`src/rtl/sbx_pkg.sv`:
```
package sbx_pkg;

    localparam int SIDES = 4;
    localparam int PAIRS = 6;

    typedef enum logic [1:0] {
        SIDE_N = 2'd0,
        SIDE_E = 2'd1,
        SIDE_S = 2'd2,
        SIDE_W = 2'd3
    } side_e;

    typedef logic [PAIRS-1:0]            pairmask_t;
    typedef logic [SIDES-1:0]            sidevec_t;
    typedef logic [SIDES-1:0][SIDES-1:0] reach_t;

    typedef struct packed {
        sidevec_t val;
        sidevec_t drv;
    } lane_in_t;

    typedef struct packed {
        sidevec_t val;
        logic     clash;
    } lane_out_t;

    // Switch order within one track index: N-E, N-S, N-W, E-S, E-W, S-W.
    function automatic side_e pair_lo(int p);
        case (p)
            0, 1, 2: return SIDE_N;
            3, 4:    return SIDE_E;
            default: return SIDE_S;
        endcase
    endfunction

    function automatic side_e pair_hi(int p);
        case (p)
            0:       return SIDE_E;
            1, 3:    return SIDE_S;
            default: return SIDE_W;
        endcase
    endfunction

    // One-hop adjacency including self loops.
    function automatic reach_t adjacency(pairmask_t sw);
        reach_t r;
        r = '0;
        for (int s = 0; s < SIDES; s++) r[s][s] = 1'b1;
        for (int p = 0; p < PAIRS; p++) begin
            if (sw[p]) begin
                r[int'(pair_lo(p))][int'(pair_hi(p))] = 1'b1;
                r[int'(pair_hi(p))][int'(pair_lo(p))] = 1'b1;
            end
        end
        return r;
    endfunction

    // Boolean matrix product: paths of x followed by paths of y.
    function automatic reach_t compose(reach_t x, reach_t y);
        reach_t r;
        r = '0;
        for (int i = 0; i < SIDES; i++)
            for (int j = 0; j < SIDES; j++)
                for (int k = 0; k < SIDES; k++)
                    r[i][j] = r[i][j] | (x[i][k] & y[k][j]);
        return r;
    endfunction

endpackage

```
`src/rtl/sbx_cfg_chain.sv`:
```
module sbx_cfg_chain
    import sbx_pkg::*;
#(
    parameter int TRACKS = 4
) (
    input  logic                         clk,
    input  logic                         rst,
    input  logic                         shift_en,
    input  logic                         shift_in,
    output logic [TRACKS-1:0][PAIRS-1:0] sw
);
    localparam int TOTAL = TRACKS * PAIRS;

    logic [TOTAL-1:0] bits_q;

    // New bits enter at the top; the first bit sent ends at position 0.
    always_ff @(posedge clk) begin
        if (rst)
            bits_q <= '0;
        else if (shift_en)
            bits_q <= {shift_in, bits_q[TOTAL-1:1]};
    end

    for (genvar t = 0; t < TRACKS; t++) begin : g_slice
        assign sw[t] = bits_q[t*PAIRS +: PAIRS];
    end

    a_r1_reset_opens: assert property (@(posedge clk)
        rst |=> (bits_q == '0));

    a_r3_hold_when_idle: assert property (@(posedge clk) disable iff (rst)
        !shift_en |=> $stable(bits_q));

    a_r2_entry_bit: assert property (@(posedge clk) disable iff (rst)
        shift_en |=> (bits_q[TOTAL-1] == $past(shift_in)));

endmodule

```
`src/rtl/sbx_lane.sv`:
```
module sbx_lane
    import sbx_pkg::*;
(
    input  pairmask_t sw,
    input  lane_in_t  din,
    output lane_out_t dout
);
    reach_t hop1;
    reach_t hop2;
    reach_t hop4;

    always_comb begin
        hop1 = adjacency(sw);
        hop2 = compose(hop1, hop1);
        hop4 = compose(hop2, hop2);
    end

    sidevec_t grp_drv [SIDES];
    logic [2:0] grp_cnt [SIDES];

    always_comb begin
        dout.clash = 1'b0;
        for (int s = 0; s < SIDES; s++) begin
            grp_drv[s] = hop4[s] & din.drv;
            grp_cnt[s] = 3'($countones(grp_drv[s]));
            dout.val[s] = (grp_cnt[s] == 3'd1) ? |(grp_drv[s] & din.val) : 1'b0;
            if (grp_cnt[s] > 3'd1) dout.clash = 1'b1;
        end
    end

endmodule

```
`src/rtl/sbx_linear_switchbox.sv`:
```
module sbx_linear_switchbox
    import sbx_pkg::*;
#(
    parameter int TRACKS = 4
) (
    input  logic              clk,
    input  logic              rst,
    input  logic              cfg_en,
    input  logic              cfg_bit,
    input  logic [TRACKS-1:0] n_val,
    input  logic [TRACKS-1:0] n_drv,
    input  logic [TRACKS-1:0] e_val,
    input  logic [TRACKS-1:0] e_drv,
    input  logic [TRACKS-1:0] s_val,
    input  logic [TRACKS-1:0] s_drv,
    input  logic [TRACKS-1:0] w_val,
    input  logic [TRACKS-1:0] w_drv,
    output logic [TRACKS-1:0] n_out,
    output logic [TRACKS-1:0] e_out,
    output logic [TRACKS-1:0] s_out,
    output logic [TRACKS-1:0] w_out,
    output logic [TRACKS-1:0] clash
);
    logic [TRACKS-1:0][PAIRS-1:0] sw;

    sbx_cfg_chain #(.TRACKS(TRACKS)) u_chain (
        .clk      (clk),
        .rst      (rst),
        .shift_en (cfg_en),
        .shift_in (cfg_bit),
        .sw       (sw)
    );

    lane_in_t  li [TRACKS];
    lane_out_t lo [TRACKS];

    for (genvar t = 0; t < TRACKS; t++) begin : g_track
        assign li[t].val = {w_val[t], s_val[t], e_val[t], n_val[t]};
        assign li[t].drv = {w_drv[t], s_drv[t], e_drv[t], n_drv[t]};

        sbx_lane u_lane (
            .sw   (sw[t]),
            .din  (li[t]),
            .dout (lo[t])
        );

        assign n_out[t] = lo[t].val[SIDE_N];
        assign e_out[t] = lo[t].val[SIDE_E];
        assign s_out[t] = lo[t].val[SIDE_S];
        assign w_out[t] = lo[t].val[SIDE_W];
        assign clash[t] = lo[t].clash;

        a_r1_open_isolated: assert property (@(posedge clk) disable iff (rst)
            (sw[t] == '0) |-> (lo[t].val == (li[t].val & li[t].drv)) && !lo[t].clash);

        a_r6_undriven_zero: assert property (@(posedge clk) disable iff (rst)
            (li[t].drv == '0) |-> (lo[t].val == '0) && !lo[t].clash);

        for (genvar p = 0; p < PAIRS; p++) begin : g_pair
            localparam int SA = int'(pair_lo(p));
            localparam int SB = int'(pair_hi(p));
            a_r9_closed_equal: assert property (@(posedge clk) disable iff (rst)
                sw[t][p] |-> (lo[t].val[SA] == lo[t].val[SB]));
        end
    end

endmodule

```
`config.mk`:
```
export PLATFORM = sky130hd
export DESIGN_NAME = sbx_linear_switchbox
export DESIGN_NICKNAME = d
export VERILOG_FILES = /design/src/rtl/sbx_pkg.sv /design/src/rtl/sbx_cfg_chain.sv /design/src/rtl/sbx_lane.sv /design/src/rtl/sbx_linear_switchbox.sv
export SDC_FILE = /design/constraint.sdc
export NUM_CORES = 1
export LEC_CHECK = 0
export BUFFER_PORTS_ARGS = -buffer_cell sky130_fd_sc_hd__buf_2
export CORE_AREA = 2 2 83 85
export CTS_CLUSTER_SIZE = 30
export DETAILED_ROUTE_END_ITERATION = 8
export DIE_AREA = 0 0 85 87
export GPL_TIMING_DRIVEN = 0
export PLACE_DENSITY = 0.76
export SETUP_SLACK_MARGIN = 0.5
export SYNTH_ARGS = -nofsm -noshare
export SYNTH_HDL_FRONTEND = slang
export SYNTH_SLANG_ARGS = --single-unit
```
`constraint.sdc`:
```
create_clock -name clk -period 2.95 [get_ports clk]
set_input_delay 0.295 -clock clk [delete_from_list [all_inputs] [get_ports clk]]
set_output_delay 0.295 -clock clk [all_outputs]
set_load 0.1 [all_outputs]
```
== Word-level counts from Yosys, hierarchy flattened ==
Index checks and enable logic that the tools add are counted.

* Output and inout port bits: 20
* Register bits: 24

* Mux-type cells: 296
* Order comparisons: 112
* Bitwise logic cells: 892
* Eq/ne operators: 16
* Reduce and logical (&&, ||, !) cells: 64
* Add/sub/neg operators: 48

{| class="wikitable"
|+ Operators by type and width
! cell !! count
|-
| $or 16x16->16 || 44
|-
| $and 1x1->1 || 432
|-
| $demux 4 s2 || 48
|-
| $mux 16 || 24
|-
| $or 1x1->1 || 384
|-
| $mux 4 || 48
|-
| $lt 2x3->1 const B || 48
|-
| $and 4x4->4 || 32
|-
| $demux 1 s2 || 48
|-
| $ge 2x1->1 const B || 48
|-
| $mux 2 || 48
|-
| $mux 1 || 80
|-
| $add 1x1->2 || 32
|-
| $reduce_or 4->1 || 16
|-
| $add 3x3->3 || 16
|-
| $eq 3x1->1 const B || 16
|-
| $gt 3x1->1 const B || 16
|-
| $logic_and 1x1->1 || 48
|}

== Logic depth before layout (Yosys ltp) ==
Gate-level depths: netlist (run 1).

* Depth after elaboration: 40
* Mapped depth: 12

== Cells and area by module ==
A second synthesis (run 1) with hierarchy kept.

* Cell total of the unflattened synthesis: 460
* Area, all modules: 3674.8 um2

{| class="wikitable"
|+ By module, submodules not included
! module !! seq. area each (um2) !! area each (um2) !! cells an instance !! times used
|-
| sbx_lane at g_track[0].u_lane ... || 0.0 || 691.9 || 92 || 2
|-
| sbx_cfg_chain || 480.5 || 869.6 || 77 || 1
|-
| sbx_lane at g_track[2].u_lane || 0.0 || 734.5 || 103 || 1
|-
| sbx_lane at g_track[3].u_lane || 0.0 || 686.9 || 96 || 1
|}

== Worst setup path after synthesis (run 1) ==
OpenSTA, ideal clock, no wires.

* Kind: reg-to-output
* Start point: register u_chain.bits_q[3], in the netlist u_chain.sw[3]
* End point: output port w_out[0]
* Arrival time: 3749 ps
* Slack: -1094 ps
* Path buffers: 1
* Stages on the path, launching flop included: 11
* Required time: 2655 ps
* Cell sequence: dfxtp_1 > buf_2 > o21ai_1 > a22oi_1 > and2_1 > ha_1 > inv_1 > fa_1 > ha_1 > or3_1 > a21oi_1

* Word-level cells in the longest chain between the ends: 20
* Elaborated cells on any way between the ends: 144
* Those cells by class: 3 x add/sub; 1 x eq/ne; 4 x mux; 135 x bitwise; 1 x reduce/logical

{| class="wikitable"
|+ RTL lines
! element !! RTL line !! source
|-
| from (decl) || sbx_cfg_chain.sv:14 || <nowiki>logic [TOTAL-1:0] bits_q;</nowiki>
|-
| from (signal assigned) || sbx_cfg_chain.sv:21 || <nowiki>bits_q <= {shift_in, bits_q[TOTAL-1:1]};</nowiki>
|-
| $mux 16 (*) || sbx_pkg.sv:50 || <nowiki>if (sw[p]) begin</nowiki>
|-
| $or 16x16->16 (no line) (2 in series) || - ||
|-
| $mux 16 (*) || sbx_pkg.sv:50 ||
|-
| $or 16x16->16 (no line) (2 in series) || - ||
|-
| $mux 16 (*) || sbx_pkg.sv:50 ||
|-
| $and 1x1->1 || sbx_pkg.sv:65 || <nowiki>r[i][j] = r[i][j] | (x[i][k] & y[k][j]);</nowiki>
|-
| $or 1x1->1 (3 in series) || sbx_pkg.sv:65 ||
|-
| $and 1x1->1 || sbx_pkg.sv:65 ||
|-
| $or 1x1->1 (3 in series) || sbx_pkg.sv:65 ||
|-
| $and 4x4->4 (*) || sbx_lane.sv:24 || <nowiki>grp_drv[s] = hop4[s] & din.drv;</nowiki>
|-
| $add 1x1->2 (implied by the code) || sbx_lane.sv:25 || <nowiki>grp_cnt[s] = 3'($countones(grp_drv[s]));</nowiki>
|-
| $add 3x3->3 (implied by the code) || sbx_lane.sv:25 ||
|-
| $eq 3x1->1 || sbx_lane.sv:26 || <nowiki>dout.val[s] = (grp_cnt[s] == 3'd1) ? |(grp_drv[s] & din.val) : 1'b0;</nowiki>
|-
| $mux 1 (*) || sbx_lane.sv:26 ||
|-
| to (decl) || sbx_linear_switchbox.sv:21 || <nowiki>output logic [TRACKS-1:0] w_out,</nowiki>
|}

Mark *: on every way between the ends. The rest lies on a longest branch, timed or not.

== Worst setup path after layout (run 1) ==
* Start point: register u_chain.bits_q[11], in the netlist u_chain.sw[11]
* End point: output port clash[1]

* Word-level cells in the longest chain between the ends: 17
* Elaborated cells on any way between the ends: 229
* Those cells by class: 12 x add/sub; 4 x order compare; 5 x mux; 208 x bitwise

{| class="wikitable"
|+ RTL lines
! element !! RTL line !! source
|-
| $mux 16 (*) || sbx_pkg.sv:50 ||
|-
| $and 1x1->1 || sbx_pkg.sv:65 ||
|-
| $or 1x1->1 (3 in series) || sbx_pkg.sv:65 ||
|-
| $and 1x1->1 || sbx_pkg.sv:65 ||
|-
| $or 1x1->1 (3 in series) || sbx_pkg.sv:65 ||
|-
| $and 4x4->4 || sbx_lane.sv:24 ||
|-
| $add 1x1->2 (implied by the code) || sbx_lane.sv:25 ||
|-
| $add 3x3->3 (implied by the code) || sbx_lane.sv:25 ||
|-
| $gt 3x1->1 || sbx_lane.sv:27 || <nowiki>if (grp_cnt[s] > 3'd1) dout.clash = 1'b1;</nowiki>
|-
| $mux 1 (3 in series) || sbx_lane.sv:27 ||
|-
| $mux 1 (*) || sbx_lane.sv:27 ||
|-
| to (decl) || sbx_linear_switchbox.sv:22 || <nowiki>output logic [TRACKS-1:0] clash</nowiki>
|}

Marked as above.

==> run metrics, run 1 <==
Yosys reg bits=24; final setup fails=17; initial antenna violation count=0; CTS tree=yes; switching power=0.327 mW; Global Route met2 Usage=46.1%; Setup crit end kind=output pin; post-route antenna net violation count=0; fmax=305 MHz; antenna cell count=0; die width=85 um; Post-CTS Hold Buffers=0; cell family with most CP delay=adder cells; row cnt=30; Lkg Pwr=2.36 nW; violated checks=negative setup slack; worst path cell trace=buf_6 > o21ai_4 > nand2_1 > and3_1 > ha_1 > ha_1 > inv_1 > fa_1 > nand4_1 > a211o_4 > buf_12; most frequent CP cell=ha_1; highest-count cells in the layout ignoring fill and taps=41 x inv_1, 40 x buf_2, 38 x nor2_1; met1 Use GR=33.6%; total global routing track utilization=25.8%; CP startpoint kind=register; H-tree levels=1; final worst path period share=111%; Synth Net Count=549; Clock Sink Count=24; post-synth top area share=18.9%; Final Critical Period=3.28 ns; Synth warnings=0; slowest CP cell=fa_1; Slew Viols, Final=0; WP data required=2.65 ns; final hold vios=0; VDD IR max=0.203 mV; Max-Cap Viols=0; Clock Tree Root=clkbuf_8; CORE AREA=6570 um^2; Fillers=328; sequential power share=34.6%; via count=3,722; CP Max Fanout=5; Comb pwr share=37.5%; WL per Instance=16.9 um; Synth area leader=ha_1; Initial Utilization=52.5%; Final Non-Filler Cells=626; routing usage on met3=3.60%; DRC=0; GR peak layer=met2; dpl cells=579; DIE HEIGHT=87 um; Slew Limit Headroom=68.0%; max incr delay on CP=0.56 ns; hold path cells=3; Synth area leaders=ha_1 19%, dfxtp_1 14%, fa_1 9.3%; Worst Hold Class=in2reg; synthesized area=3450 um^2; largest net degree at the start of global routing=15; hpwl dp=6620 um; first-pass GRT wire length=16,000 um; CP Depth=11; WS Path Type=reg2out; GP Congestion=0.844; number of port buffers=54; share of cells above drive strength 1=53.3%; reg2reg path depth=6; Clock power frac=27.8%; hold slack=0.257 ns; Synth Instances=445; syn_area_per_cell=7.75 um^2; total wire length=10,600 um; RSZ-0062 raised after global routing=true; Vias per Instance=5.95; switching share of total power=35.2%; Max clock buf depth=2; Pwr Density=163 nW/um^2; WP data arrival=2.99 ns; Final WS setup=-0.333 ns; Area Growth Syn to Fin=64.8%; Worst Tran Pin Value=0.480 ns; Unique masters post-synth=34; GR Overflow Total=0; Worst Skew=0.00882 ns; Internal=0.602 mW; DR iter-0 viols=109; clk slew on worst S/H paths=0.09 ns; most common cell after layout, fill and taps aside=inv_1; DRT Pass-1 Iters=4; worst skew pair latency=0.28 ns; post-route setup TNS=-2.49 ns; register area share after synthesis=13.9%; num ports=56; total die area=7400 um^2; Worst Path Buf+Inv=3; max reg flops=24; vias in the first global route=3,516; number of buffers created by CTS=3; nets=651; status=complete, but fails checks
==> final timing paths <==
| kind | startpoint | to | slack [ns] |
|---|---|---|---|
| worst max-delay path | u_chain.sw[11]$_SDFFE_PP0P_ | clash[1] | -0.33 |
| worst min register to register | u_chain.sw[17]$_SDFFE_PP0P_ | u_chain.sw[17]$_SDFFE_PP0P_ | 0.58 |
| worst max register to register | u_chain.sw[2]$_SDFFE_PP0P_ | u_chain.sw[1]$_SDFFE_PP0P_ | 1.82 |
| worst min-delay path | cfg_bit | u_chain.sw[23]$_SDFFE_PP0P_ | 0.26 |
==> cells in the mapped netlist (all sizes together) <==
cell type  number
a21boi          3
or3             1
ha             52
a22oi          28
o21bai          1
a211oi          1
o22ai           7
nand4           4
dfxtp          24
buf            18
nor2b           2
fa             16
a221oi          1
a211o           3
o211ai          1
nor3            3
mux2i          24
nand3           9
clkbuf          2
nor2           59
nand2b          6
a32oi          14
inv            47
and2           48
o21ai          25
a31oi           7
and3            2
a21oi          16
a41oi           1
nand2          20
==> cell families (layout without fill, tap and decap cells) <==
family / count (synthesis) / after routing / synth area share [%]
flip-flops: 24 / 24 / 13.9
buffers and inverters: 67 / 168 / 8.01
multiplexers: 24 / 24 / 6.96
adder cells (fa/ha/maj): 68 / 68 / 28.1
AO/OA/AOI/OAI: 108 / 108 / 21.1
AND/OR/NAND/NOR: 154 / 154 / 21.8
==> routing by layer <==
| layer | wire, um | vias up |
|---|---|---|
| li1 | - | 1769 |
| met1 | 4520 | 1833 |
| met2 | 5550 | 102 |
| met3 | 384 | 18 |
| met4 | 148 | 0 |
| met5 | 0 | - |
==> per-stage QoR <==
| step | util (%) | power (mW) | cell area (um^2) | setup slack [ns] |
|---|---|---|---|---|
| floorplan | - | 0.540 | 4130 | -0.411 |
| global placement | 68.4 | 0.605 | 4500 | -0.160 |
| detailed placement | 68.4 | 0.610 | 4500 | -0.210 |
| CTS | 81.6 | 0.924 | 5360 | -0.235 |
| global route | 86.6 | 0.966 | 5690 | -0.448 |
| finish | 86.6 | 0.928 | 5690 | -0.333 |
==> power groups by stage <==
| stage | registers (mW) | logic (mW) | clock network (mW) |
|---|---|---|---|
| 2_1_floorplan | 0.332 | 0.208 | 0 |
| 3_3_place_gp | 0.332 | 0.273 | 0 |
| 3_5_place_dp | 0.332 | 0.279 | 0 |
| 4_1_cts | 0.323 | 0.335 | 0.267 |
| 5_1_grt | 0.322 | 0.364 | 0.280 |
| 6_report | 0.322 | 0.348 | 0.258 |
==> cell type report <==
| class | instances | area (um^2) | share of cell area (%) |
|---|---|---|---|
| repair buffers | 97 | 936 | 16.5 |
| flip-flops and latches | 24 | 513 | 9.02 |
| well taps | 80 | 100 | 1.76 |
| plain buffers | 20 | 210 | 3.70 |
| multi-input cells | 354 | 3680 | 64.8 |
| clock buffers | 4 | 66.3 | 1.17 |
| inverters | 47 | 176 | 3.10 |
==> worst register-to-register path: stages (launching register included) <==
cell	delay [ns]
dfxtp_2	0.33
buf_6	0.13
buf_6	0.13
buf_4	0.14
buf_4	0.12
mux2i_1	0.13
nor2_1	0.06
==> repair_timing <==
item | 4_1_cts | 5_1_grt
pin swaps | 64 | 60
setup endpoints to repair | 20 | 20
gates cloned | 4 | 1
resized for setup | 158 | 46
buffers inserted | 26 | 12
Note: power is estimated with default switching activity, not from simulation.
==> run 2: changes to the inputs <==
--- a/config.mk
+++ b/config.mk
@@ -7,6 +7,7 @@
 export LEC_CHECK = 0
 export BUFFER_PORTS_ARGS = -buffer_cell sky130_fd_sc_hd__buf_2
 export CORE_AREA = 2 2 83 85
+export CTS_BUF_LIST = sky130_fd_sc_hd__clkbuf_16
 export CTS_CLUSTER_SIZE = 30
 export DETAILED_ROUTE_END_ITERATION = 8
 export DIE_AREA = 0 0 85 87
==> run 2 against run 1 <==
The run still ends with negative setup slack left. Combinational power grew 2%. Total power increased by 11%. Non-clock buffer count is 3 lower. Worst setup slack gained 0.072 ns. Critical path type unchanged. Global-route usage grew 0.34 points.
==> run metrics, run 2 (synthesis results as in run 1) <==
Post-CTS Hold Buffers=0; status=complete, but fails checks; Max-Cap Viols=0; row cnt=30; H-tree levels=1; CORE AREA=6570 um^2; WS Path Type=reg2out; DRC=0; GR Overflow Total=0; total global routing track utilization=26.2%; Max clock buf depth=2; WP data arrival=2.92 ns; total power=1.03 mW; nets=648; final setup fails=16; Clock Tree Root=clkbuf_16; clk slew on worst S/H paths=0.06 ns; Worst Hold Class=in2reg; post-route antenna net violation count=0; Slew Limit Headroom=69.8%; CP startpoint kind=register; worst skew pair latency=0.26 ns; hpwl dp=6620 um; Area Growth Syn to Fin=65.1%; VDD IR max=0.222 mV; Worst Skew=0.00312 ns; Place WS=-0.210 ns; post-route setup TNS=-2.09 ns; RSZ-0062 raised after global routing=true; total wire length=11,200 um; Pwr Density=180 nW/um^2; via count=3,749; cell family with most CP delay=adder cells; DIE HEIGHT=87 um; Initial Utilization=52.5%; DR iter-0 viols=145; GP Congestion=0.844; fmax=311 MHz; vias in the first global route=3,583; Final Critical Period=3.21 ns; Vias per Instance=6.02; WL per Instance=17.9 um; WP data required=2.65 ns; Setup crit end kind=output pin; num ports=56; first-pass GRT wire length=16,300 um; worst path cell trace=buf_8 > buf_6 > o21ai_4 > a22oi_2 > and2_4 > fa_1 > ha_2 > inv_2 > ha_4 > nor2_4 > nand2_2 > a211o_4 > buf_12; Worst Path Buf+Inv=4; highest-count cells in the layout ignoring fill and taps=40 x nor2_1, 40 x buf_2, 39 x inv_1; Final WS setup=-0.262 ns; largest net degree at the start of global routing=15; max reg flops=24; final worst path period share=109%; fin util=86.7%; die width=85 um; number of port buffers=54; Worst Tran Pin Value=0.454 ns; CTS tree=yes; violated checks=negative setup slack; number of buffers created by CTS=3; final hold vios=0; total die area=7400 um^2; initial antenna violation count=0; max incr delay on CP=0.42 ns; hold slack=0.273 ns; share of cells above drive strength 1=53.0%; Clock Sink Count=24; slowest CP cell=fa_1; CP Max Fanout=6; Lkg Pwr=2.36 nW; Slew Viols, Final=0; DRT Pass-1 Iters=4; antenna cell count=0
run 2: area by class of cell:
type,instances,area [um^2]
well taps,80,100
fillers,340,872
plain buffers,20,203
repair buffers,94,885
clock buffers,4,100
inverters,47,176
flip-flops and latches,24,514
multi-input cells,354,3720
run 2: what timing repair did:
item                       in CTS  in global routing
gates cloned                    4                  1
resized for setup             155                 50
buffers inserted               27                  8
setup endpoints to repair      20                 20
pin swaps                      60                 47
run 2: worst min-delay path, delay by kind of cell:
kind	cells	cell delay (ns)
and+or+nand+nor	1	0.07
muxes	1	0.05
buffers and inverters	1	0.08
run 2: path summary, 6_finish.rpt:
path | slack (ns) | startpoint | cells past startpoint | endpoint
setup / recovery | -0.26 | u_chain.sw[18]$_SDFFE_PP0P_ | 13 | clash[3]
hold / removal | 0.27 | cfg_bit | 3 | u_chain.sw[23]$_SDFFE_PP0P_
setup reg to reg | 1.83 | u_chain.sw[2]$_SDFFE_PP0P_ | 6 | u_chain.sw[1]$_SDFFE_PP0P_
hold reg to reg | 0.58 | u_chain.sw[17]$_SDFFE_PP0P_ | 2 | u_chain.sw[17]$_SDFFE_PP0P_
run 2: stage by stage:
stage          area, um^2  cells
6_report             5700    623
5_1_grt              5700    623
2_1_floorplan        4130    445
4_1_cts              5380    614
3_5_place_dp         4500    579
3_3_place_gp         4500    579
run 2: layer usage:
metal  vias up  wire (um)  global-route usage [%]
li1       1768          -                       -
met4         0        229                    5.19
met1      1845       4590                    34.5
met2       107       5890                    46.5
met5         -          0                       0
met3        29        463                    2.94
run 2: where the power goes:
group	internal, mW	switching (mW)	leakage (nW)
logic	0.135	0.219	2.11
clock network	0.236	0.117	0.0493
registers	0.320	0.00104	0.203
total	0.691	0.337	2.36
==> run 3: changes to the inputs <==
--- a/config.mk
+++ b/config.mk
@@ -6,14 +6,15 @@
 export NUM_CORES = 1
 export LEC_CHECK = 0
 export BUFFER_PORTS_ARGS = -buffer_cell sky130_fd_sc_hd__buf_2
-export CORE_AREA = 2 2 83 85
+export CORE_AREA = 2 2 76 92
 export CTS_BUF_LIST = sky130_fd_sc_hd__clkbuf_16
 export CTS_CLUSTER_SIZE = 30
 export DETAILED_ROUTE_END_ITERATION = 8
-export DIE_AREA = 0 0 85 87
+export DIE_AREA = 0 0 78 94
 export GPL_TIMING_DRIVEN = 0
 export PLACE_DENSITY = 0.76
 export SETUP_SLACK_MARGIN = 0.5
+export SKIP_LAST_GASP = 1
 export SYNTH_ARGS = -nofsm -noshare
 export SYNTH_HDL_FRONTEND = slang
 export SYNTH_SLANG_ARGS = --single-unit
==> run 3 against run 2 <==
Hold slack improved by 0.026 ns. Register-to-register slack improved by 0.06 ns. Final area increased by 1.8%. Sequential share of layout area decreased by 0.054 points. Highest routed layer unchanged. Critical path depth decreased by 2. Via count increased by 3.6%. Critical path type unchanged. First-iteration DRC count increased by 19%. Sequential power about the same. Sequential cell count unchanged. Wire length increased by 6.0%. The run still ends with negative setup slack left.
==> run metrics, run 3 (synthesis results as in run 1) <==
Setup crit end=clash[1]; total global routing track utilization=26.6%; Lkg Pwr=2.43 nW; slowest CP cell=fa_1; share of cells above drive strength 1=55.3%; GR Overflow Total=0; GP Congestion=0.869; Final WS setup=-0.287 ns; DR iter-0 viols=172; row cnt=32; VDD IR max=0.201 mV; CP Depth=11; status=complete, but fails checks; Clock Tree Root=clkbuf_16; number of buffers created by CTS=3; number of port buffers=54; violated checks=negative setup slack; Final Critical Period=3.24 ns; final worst path period share=110%; total die area=7330 um^2; WP data arrival=2.94 ns; die width=78 um; cell family with most CP delay=adder cells; highest-count cells in the layout ignoring fill and taps=42 x buf_2, 40 x inv_1, 39 x buf_4; largest net degree at the start of global routing=15; first-pass GRT wire length=16,200 um; Reg2Reg Capture Point=u_chain.sw[3]$_SDFFE_PP0P_; nets=660; most frequent CP cell=ha_1; Max-Cap Viols=0; vias in the first global route=3,656; via count=3,884; Pwr Density=175 nW/um^2; post-route setup TNS=-2.26 ns; Place WS=-0.218 ns; CORE AREA=6410 um^2; final setup fails=16; H-tree levels=1; Area Growth Syn to Fin=68.1%; FF-to-FF Start=u_chain.sw[4]$_SDFFE_PP0P_; CTS tree=yes; DRT Pass-1 Iters=5; Setup crit end kind=output pin; Clock Sink Count=24; Slew Limit Headroom=67.6%; max reg flops=24; hold slack=0.299 ns; worst skew pair latency=0.25 ns; max incr delay on CP=0.53 ns; CP Max Fanout=4; Post-CTS Hold Buffers=0; Initial Utilization=53.9%; most common cell after layout, fill and taps aside=buf_2; num ports=56; Vias per Instance=6.07; Slew Viols, Final=0; post-route antenna net violation count=0; RSZ-0062 raised after global routing=true; Max clock buf depth=2; WL per Instance=18.5 um; final hold vios=0; fmax=309 MHz; initial antenna violation count=0; Worst Skew=0.00264 ns; antenna cell count=0; clk slew on worst S/H paths=0.06 ns; total wire length=11,800 um; Worst Hold Class=in2reg; DRC=0; reg2reg path depth=5; hpwl dp=6610 um; Worst setup startpoint=u_chain.sw[11]$_SDFFE_PP0P_; r2r setup slk=1.89 ns; Worst Tran Pin Value=0.487 ns; WP data required=2.65 ns; worst path cell trace=buf_2 > o21ai_1 > a22oi_2 > and2_1 > ha_1 > ha_1 > inv_1 > fa_1 > nand4_1 > a211o_4 > buf_12; CP startpoint kind=register; WS Path Type=reg2out; Worst Path Buf+Inv=3; DIE HEIGHT=94 um; Fillers=265
## run 3: repair_timing
action	in CTS	in global routing
endpoints found under the hold margin	0	0
cloned	4	3
setup buffers	19	26
pin swaps	48	59
setup endpoints to repair	20	20
gates resized for setup	148	60
## run 3: how the worst min path moves through the flow
stage	startpoint	endpoint	depth (start not counted)
floorplan	rst	u_chain.sw[17]$_SDFFE_PP0P_	1
global route	rst	u_chain.sw[17]$_SDFFE_PP0P_	2
global placement	cfg_bit	u_chain.sw[23]$_SDFFE_PP0P_	3
finish	rst	u_chain.sw[20]$_SDFFE_PP0P_	2
CTS	rst	u_chain.sw[20]$_SDFFE_PP0P_	2
detailed placement	rst	u_chain.sw[23]$_SDFFE_PP0P_	2
## run 3: worst register-to-register path, cell delays in order, from the launching register on
cell and delay (ns):
dfxtp_2 0.32, buf_6 0.13, buf_6 0.13, buf_4 0.13, mux2i_1 0.15, nor2_1 0.07
## run 3: cell type report
| class | count | area (um^2) | share of cell area (%) |
|---|---|---|---|
| Multi-Input combinational cell | 354 | 3710 | 64.0 |
| Timing Repair Buffer | 106 | 978 | 16.9 |
| Sequential cell | 24 | 520 | 8.97 |
| Buffer | 20 | 206 | 3.56 |
| Inverter | 47 | 176 | 3.04 |
| Tap cell | 85 | 106 | 1.83 |
| Clock buffer | 4 | 100 | 1.73 |
## run 3: where the power goes
| group | switching [mW] | internal (mW) | leakage, nW |
|---|---|---|---|
| combinational | 0.219 | 0.132 | 2.18 |
| sequential | 0.00119 | 0.320 | 0.206 |
| clock | 0.108 | 0.235 | 0.0493 |
| total | 0.329 | 0.687 | 2.43 |
## run 3: layer usage
layer	vias to the layer above	track usage, %	wire [um]
met4	0	7.31	451
met3	52	1.54	423
met5	-	0	0
li1	1781	-	-
met2	157	51.5	6440
met1	1894	31.4	4520
## run 3: through the flow
step                utilization [%]  instances  power [mW]  cell area (um^2)
detailed placement             70.3        584       0.609              4500
global route                   90.5        640        1.05              5800
CTS                            83.4        611        1.01              5340
global placement               70.3        584       0.606              4500
finish                         90.5        640        1.02              5800
floorplan                         -        445       0.540              4130
